<file path="src/rtl/xlat_pkg.sv">
package xlat_pkg;
  localparam int VPN_W = 52;
  localparam int RPN_W = 40;

  localparam logic [2:0] SZ_4K  = 3'b001;
  localparam logic [2:0] SZ_64K = 3'b011;
  localparam logic [2:0] SZ_1M  = 3'b101;
  localparam logic [2:0] SZ_16M = 3'b111;
  localparam logic [2:0] SZ_1G  = 3'b110;

  typedef struct packed {
    logic             valid;
    logic             excl;
    logic [2:0]       size;
    logic [VPN_W-1:0] vpn;
    logic [RPN_W-1:0] rpn;
  } xlat_ent_t;

  function automatic logic size_ok(input logic [2:0] s);
    return (s == SZ_4K) || (s == SZ_64K) || (s == SZ_1M) ||
           (s == SZ_16M) || (s == SZ_1G);
  endfunction

  // page-number bits that lie inside the page
  function automatic logic [VPN_W-1:0] offs_mask(input logic [2:0] s);
    case (s)
      SZ_64K:  return VPN_W'(20'h0000F);
      SZ_1M:   return VPN_W'(20'h000FF);
      SZ_16M:  return VPN_W'(20'h00FFF);
      SZ_1G:   return VPN_W'(20'h3FFFF);
      default: return '0;
    endcase
  endfunction

  function automatic logic tag_eq(input xlat_ent_t e, input logic [VPN_W-1:0] va);
    return ((va ^ e.vpn) & ~offs_mask(e.size)) == '0;
  endfunction

  // window = intra-page bits whose ones all lie inside the stored code
  function automatic logic in_hole(input xlat_ent_t e, input logic [VPN_W-1:0] va);
    return e.excl && (e.size != SZ_4K) && size_ok(e.size) &&
           ((va & offs_mask(e.size) & ~e.vpn) == '0);
  endfunction

  function automatic logic [RPN_W-1:0] rpn_out(input xlat_ent_t e,
                                               input logic [VPN_W-1:0] va);
    logic [RPN_W-1:0] m;
    m = offs_mask(e.size)[RPN_W-1:0];
    return (e.rpn & ~m) | (va[RPN_W-1:0] & m);
  endfunction
endpackage

</file>
<file path="src/rtl/xlat_entry.sv">
module xlat_entry
  import xlat_pkg::*;
#(
  parameter bit        IS_BOOT  = 1'b0,
  parameter xlat_ent_t BOOT_ENT = '0
) (
  input  logic             clk,
  input  logic             rst_n,
  input  logic             wr_sel,
  input  xlat_ent_t        wr_ent,
  input  logic [VPN_W-1:0] lk_vpn,
  output xlat_ent_t        ent_o,
  output logic             match_o,
  output logic             hole_o
);
  xlat_ent_t ent_q;
  logic      tag_hit;

  always_ff @(posedge clk or negedge rst_n) begin
    if (!rst_n)      ent_q <= IS_BOOT ? BOOT_ENT : '0;
    else if (wr_sel) ent_q <= wr_ent;
  end

  assign tag_hit = ent_q.valid && size_ok(ent_q.size) && tag_eq(ent_q, lk_vpn);
  assign hole_o  = in_hole(ent_q, lk_vpn);
  assign match_o = tag_hit && !hole_o;
  assign ent_o   = ent_q;

  // written contents are present one cycle later
  p_write_lands_r8: assert property (@(posedge clk) disable iff (!rst_n)
    wr_sel |=> (ent_q == $past(wr_ent)));

  // a 4 KB entry never reports a window
  p_small_no_hole_r4: assert property (@(posedge clk) disable iff (!rst_n)
    (ent_q.size == SZ_4K) |-> !hole_o);
endmodule

</file>
<file path="src/rtl/xlat_pick.sv">
module xlat_pick #(
  parameter int N  = 16,
  parameter int IW = $clog2(N)
) (
  input  logic [N-1:0]  hits,
  output logic          any_o,
  output logic          multi_o,
  output logic [IW-1:0] sel_o
);
  logic [IW:0] cnt;

  always_comb begin
    sel_o = '0;
    cnt   = '0;
    for (int i = N - 1; i >= 0; i--) begin
      if (hits[i]) sel_o = IW'(i);
    end
    for (int i = 0; i < N; i++) cnt = cnt + (IW+1)'(hits[i]);
  end

  assign any_o   = |hits;
  assign multi_o = cnt > (IW+1)'(1);
endmodule

</file>
<file path="src/rtl/xlat_cam.sv">
module xlat_cam
  import xlat_pkg::*;
#(
  parameter int               ENTRIES   = 16,
  parameter logic [VPN_W-1:0] BOOT_VPN  = '1,
  parameter logic [RPN_W-1:0] BOOT_RPN  = '1,
  parameter logic [2:0]       BOOT_SIZE = SZ_4K,
  localparam int              IW        = $clog2(ENTRIES),
  localparam int              BOOT_IDX  = ENTRIES - 1
) (
  input  logic             clk,
  input  logic             rst_n,
  input  logic             lk_req,
  input  logic [VPN_W-1:0] lk_vpn,
  input  logic             wr_en,
  input  logic [IW-1:0]    wr_idx,
  input  logic             wr_valid,
  input  logic             wr_excl,
  input  logic [2:0]       wr_size,
  input  logic [VPN_W-1:0] wr_vpn,
  input  logic [RPN_W-1:0] wr_rpn,
  output logic             rsp_valid,
  output logic             rsp_hit,
  output logic             rsp_multi,
  output logic [IW-1:0]    rsp_idx,
  output logic [RPN_W-1:0] rsp_rpn
);
  localparam xlat_ent_t BOOT_ENT = '{valid: 1'b1, excl: 1'b0, size: BOOT_SIZE,
                                     vpn: BOOT_VPN, rpn: BOOT_RPN};

  xlat_ent_t          wr_ent;
  xlat_ent_t          ent_arr [ENTRIES];
  logic [ENTRIES-1:0] hits;
  logic [ENTRIES-1:0] holes;
  logic               any_hit;
  logic               multi_hit;
  logic [IW-1:0]      sel;

  assign wr_ent = '{valid: wr_valid, excl: wr_excl, size: wr_size,
                    vpn: wr_vpn, rpn: wr_rpn};

  for (genvar g = 0; g < ENTRIES; g++) begin : g_ent
    xlat_entry #(
      .IS_BOOT (g == BOOT_IDX),
      .BOOT_ENT(BOOT_ENT)
    ) u_ent (
      .clk    (clk),
      .rst_n  (rst_n),
      .wr_sel (wr_en && (wr_idx == IW'(g))),
      .wr_ent (wr_ent),
      .lk_vpn (lk_vpn),
      .ent_o  (ent_arr[g]),
      .match_o(hits[g]),
      .hole_o (holes[g])
    );
  end

  xlat_pick #(.N(ENTRIES), .IW(IW)) u_pick (
    .hits   (hits),
    .any_o  (any_hit),
    .multi_o(multi_hit),
    .sel_o  (sel)
  );

  always_ff @(posedge clk or negedge rst_n) begin
    if (!rst_n) begin
      rsp_valid <= 1'b0;
      rsp_hit   <= 1'b0;
      rsp_multi <= 1'b0;
      rsp_idx   <= '0;
      rsp_rpn   <= '0;
    end else begin
      rsp_valid <= lk_req;
      rsp_hit   <= lk_req && any_hit;
      rsp_multi <= lk_req && multi_hit;
      rsp_idx   <= (lk_req && any_hit) ? sel : '0;
      rsp_rpn   <= (lk_req && any_hit) ? rpn_out(ent_arr[sel], lk_vpn) : '0;
    end
  end

  // a response only follows a request
  p_rsp_from_req_r7: assert property (@(posedge clk) disable iff (!rst_n)
    rsp_valid |-> $past(lk_req));

  // no hit without a response
  p_hit_needs_valid_r7: assert property (@(posedge clk) disable iff (!rst_n)
    rsp_hit |-> rsp_valid);

  // multi-hit implies hit
  p_multi_has_hit_r6: assert property (@(posedge clk) disable iff (!rst_n)
    rsp_multi |-> rsp_hit);

  // the chosen entry hits and no lower one does
  p_sel_lowest_r6: assert property (@(posedge clk) disable iff (!rst_n)
    any_hit |-> (hits[sel] && ((hits & ((ENTRIES'(1) << sel) - ENTRIES'(1))) == '0)));

  // an entry reporting a window hit never matches
  p_hole_blocks_r3: assert property (@(posedge clk) disable iff (!rst_n)
    (lk_req && any_hit) |-> !holes[sel]);

  // a miss returns zeros
  p_miss_zero_r9: assert property (@(posedge clk) disable iff (!rst_n)
    (rsp_valid && !rsp_hit) |-> (rsp_rpn == '0 && rsp_idx == '0));
endmodule

</file>
<file path="config.mk">
export PLATFORM = sky130hd
export DESIGN_NAME = xlat_cam
export DESIGN_NICKNAME = d
export VERILOG_FILES = /design/src/rtl/xlat_pkg.sv /design/src/rtl/xlat_entry.sv /design/src/rtl/xlat_pick.sv /design/src/rtl/xlat_cam.sv
export SDC_FILE = /design/constraint.sdc
export NUM_CORES = 2
export LEC_CHECK = 0
export CORE_MARGIN = 1.5
export CORE_UTILIZATION = 50
export DETAILED_ROUTE_END_ITERATION = 10
export PLACE_DENSITY_LB_ADDON = 0.05
export SYNTH_ARGS = -nofsm -noshare
export SYNTH_HDL_FRONTEND = slang
export SYNTH_SLANG_ARGS = --single-unit
</file>
<file path="constraint.sdc">
create_clock -name clk -period 10.15 [get_ports clk]
set_input_delay 1.015 -clock clk [delete_from_list [all_inputs] [get_ports clk]]
set_output_delay 1.015 -clock clk [all_outputs]
set_load 0.02 [all_outputs]
</file>
==> summary.md <==
| Metric | Value |
|---|---|
| Status | finished with violations |
| Failing checks | capacitance limit, slew limit |
| Num CTS Buffers | 177 |
| Crit start category | primary input |
| Layout Skew | 0.0279 ns |
| Largest net degree at the start of global routing | 167 |
| Bufs and invs on worst path | 5 |
| Top cells by area, synth | dfrtp_1, mux2_2, xnor2_1 |
| Multi-input gate area in the final layout | approximately 39000 um2 |
| Worst-path cell chain | clkdlybuf4s50_1, inv_2, a221o_1, nor4_2, o2111a_1, and3_1, inv_1, nand2_1, o211ai_2, a211oi_2, o22ai_4, inv_1, buf_4, o2111ai_1, and3_1, nor3_4, mux2i_1, nor2_1 |
| CP max-delay cell | clkdlybuf4s50_1 |
| Placement row count | 147 |
| Pwr Total | 19600 uW |
| DRT iter0 DRCs | 5156 |
| CTS tree | yes |
| Worst path depth | 18 |
| Die Ht | between 400 and 500 um |
| Post-synth EDFFs | 0 |
| Worst-margin pin slew | around 1.5 ns |
| Worst reg2reg endpoint | rsp_rpn[15]$_DFF_PN0_ |
| WP data required | 10.85 ns |
| Post-synth cell types | 109 |
| DR DRC count | 0 |
| Clk_lat worst skew | 0.85 ns |
| Worst relative slew slack | -0.954% |
| H-tree depth | 4 |
| Initial antenna violation count | 32 |
| Max IR drop VDD | approximately 190 uV |
| Period minus WS final | approximately 7.9 ns |
| Io pins | 204 |
| Gate Count Post-Synth | 6558 |
| Async SR Flop Fraction | 100% |
| # clock sinks | 1599 |
| Commonest non-fill, non-tap cell in the layout | mux2_2 |
| Final Hold Fails | 0 |
| # setup viols final | 0 |
| Pwr dens | approximately 220 nW/um2 |
| Flop2flop setup slack | ~3.3 ns |
| R2r startpoint | g_ent[12].u_ent.ent_o[92]$_DFFE_PN0P_ |
| Final instance area | 91100 um2 |
| Pleak | 0.0374 uW |
| Critical path class | primary input to flop |
| Vias in the first global route | 55800 |
| Most frequent cells in the layout | mux2_2, dfrtp_1, xnor2_1 |
| Root buf cell | clkbuf_16 |
| Register area | 40100 um2 |
| Die width | 406 um |
| Initial DRT Pass Iterations | 6 |
| Setup Buffers After CTS | 0 |
| Yosys reg bits | roughly 1600 |
| Post-Syn Nets | 6732 |
| Crit end category | flop |
| Yosys top cell by area | dfrtp_1 |
| Routability cong. | between 0.9 and 1 |
| First-pass GRT wire length | 415000 um |
| Clock Path Buffers | 3 |
| Fill cell count | about 14000 |
| Netlist Area Pre-Place | 81100 um2 |
| Post-CTS sizing | 0 |
| Die area | between 150000 and 200000 um2 |
| Avg Inst Size Synth | 12.4 um2 |
| MaxCap Viol Count | 1 |
| Setup tns final | 0 ns |
| Worst-path clk slew | 0.06 ns |
| Synth top area share | approximately 46% |
| Layout cell share with drive strength beyond 1 | around 33% |
| Crit path launch | lk_vpn[13] |
| Core ar. | ~160000 um2 |
| Final Max Slew Viols | 1 |
| WL per Instance | 32.6 um |
| Total GRT Usage | 35.4% |
| Delay-heaviest family, CP | simple AND/OR/NAND/NOR gates |
| Reg2Reg Depth | 17 |
| Port bufs | 203 |
| Crit path to | rsp_rpn[15]$_DFF_PN0_ |
| Grt total ovfl | 0 |
| HPWL Detailed | approximately 190000 um |
| Vias after detailed routing | 56800 |
| Routed vias/inst | between 6 and 7 |
| Initial Utilization | 50.4% |
| Final wirelength | 292000 um |
| Post-CTS Hold Buffers | 0 |
| Final ANT Viol Nets | 0 |
| Critical path peak fanout | 25 |
| Area Growth Syn to Fin | 12.4% |
| Crit share post-route | 77.6% |
| Nets | 6794 |
| RSZ-0062 raised after global routing | false |
| Hold WC Path Type | primary input to asynchronous set/reset pin |
| Placed Area | between 80000 and 90000 um2 |
| Worst path max stage delay | 1.26 ns |
| Yosys warning count | 0 |
| Critical Path AT | 8.58 ns |
| Most used DFF post-synth | dfrtp_1 |
| Sequential fraction of the synthesis area | 49.5% |
| Fmax | 127 MHz |
worst register-to-register path, stage by stage, from the launching register on:
cell,delay (ns)
dfrtp_1,0.75
inv_1,0.30
a2111o_1,0.36
nor4_2,0.95
o2111a_1,0.67
and3_1,0.39
inv_1,0.12
nand2_1,0.09
o211ai_2,0.09
a211oi_2,0.36
o22ai_4,0.35
inv_1,0.15
buf_4,0.45
o2111ai_1,0.31
and3_1,0.28
nor3_4,0.61
mux2i_1,0.44
nor2_1,0.09
logic make-up (layout without fill, tap and decap cells):
| family | Yosys count | count (layout) | share of synthesized area (%) |
|---|---|---|---|
| AO/OA/AOI/OAI | 617 | 617 | 5.87 |
| flip-flops | 1599 | 1599 | 49.5 |
| XOR/XNOR | 603 | 603 | 6.51 |
| other | 0 | 15 | 0 |
| AND/OR/NAND/NOR | 1251 | 1251 | 8.66 |
| adder cells (fa/ha/maj) | 21 | 21 | 0.400 |
| multiplexers | 1907 | 1907 | 26.0 |
| buffers and inverters | 560 | 772 | 3.01 |
per-stage QoR:
step | cells | utilization, % | worst slack [ns] | hold slack (ns)
floorplan | 6558 | - | 3.83 | 0.471
global placement | 8601 | 53.1 | 1.68 | 0.478
detailed placement | 8601 | 53.1 | 1.65 | 0.485
CTS | 8930 | 56.7 | 2.51 | 0.195
global route | 8931 | 56.7 | 2.39 | 0.236
finish | 8945 | 56.7 | 2.27 | 0.178
synth_stat cells (87+ instances only):
library cell	n
dfstp_2	94
nand4_1	183
nor2b_1	87
xor2_1	206
clkbuf_1	312
a211oi_1	94
xnor2_1	397
mux2i_1	290
dfrtp_1	1505
nand2b_1	155
mux2_2	1615
buf_2	106
nand2_1	254
nor2_1	152
nor4_1	113
cell type report:
class	instances	share of cell area [%]
Sequential cell	1599	44.0
Multi-Input combinational cell	4399	42.5
Tap cell	2160	2.97
Clock buffer	287	5.86
Antenna cell	15	0.0412
Inverter	70	0.288
Timing Repair Buffer	373	3.84
Clock inverter	42	0.478
worst min-delay path by stage:
stage | endpoint | slack (ns) | startpoint | cells past startpoint
detailed placement | g_ent[8].u_ent.ent_o[23]$_DFFE_PN0P_ | 0.49 | g_ent[8].u_ent.ent_o[23]$_DFFE_PN0P_ | 1
CTS | g_ent[3].u_ent.ent_o[49]$_DFFE_PN0P_ | 0.19 | rst_n | 1
floorplan | g_ent[8].u_ent.ent_o[18]$_DFFE_PN0P_ | 0.47 | g_ent[8].u_ent.ent_o[18]$_DFFE_PN0P_ | 1
global route | g_ent[13].u_ent.ent_o[48]$_DFFE_PN0P_ | 0.24 | rst_n | 1
global placement | g_ent[8].u_ent.ent_o[23]$_DFFE_PN0P_ | 0.48 | g_ent[8].u_ent.ent_o[23]$_DFFE_PN0P_ | 1
finish | g_ent[4].u_ent.ent_o[48]$_DFFE_PN0P_ | 0.18 | rst_n | 1
power by group:
part / switching [uW] / internal (uW) / leakage, uW
clock: 2750 / 3730 / 0.00283
sequential: 1010 / 7880 / 0.0195
combinational: 2140 / 2100 / 0.0150
per-layer routing:
metal  GRT usage, %  wire (um)
met2           54.0     130000
met1           49.7     128000
met3           7.75      22600
met4           12.3      10400
met5              0         92
state kept, by name (all words and copies together), names as in the netlist:
| register | flops |
|---|---|
| rsp_multi | 1 |
| rsp_rpn | 40 |
| rsp_idx | 4 |
| rsp_hit | 1 |
| rsp_valid | 1 |
| g_ent.u_ent.ent_o | 1552 |
Note: power is estimated with default switching activity, not from simulation.
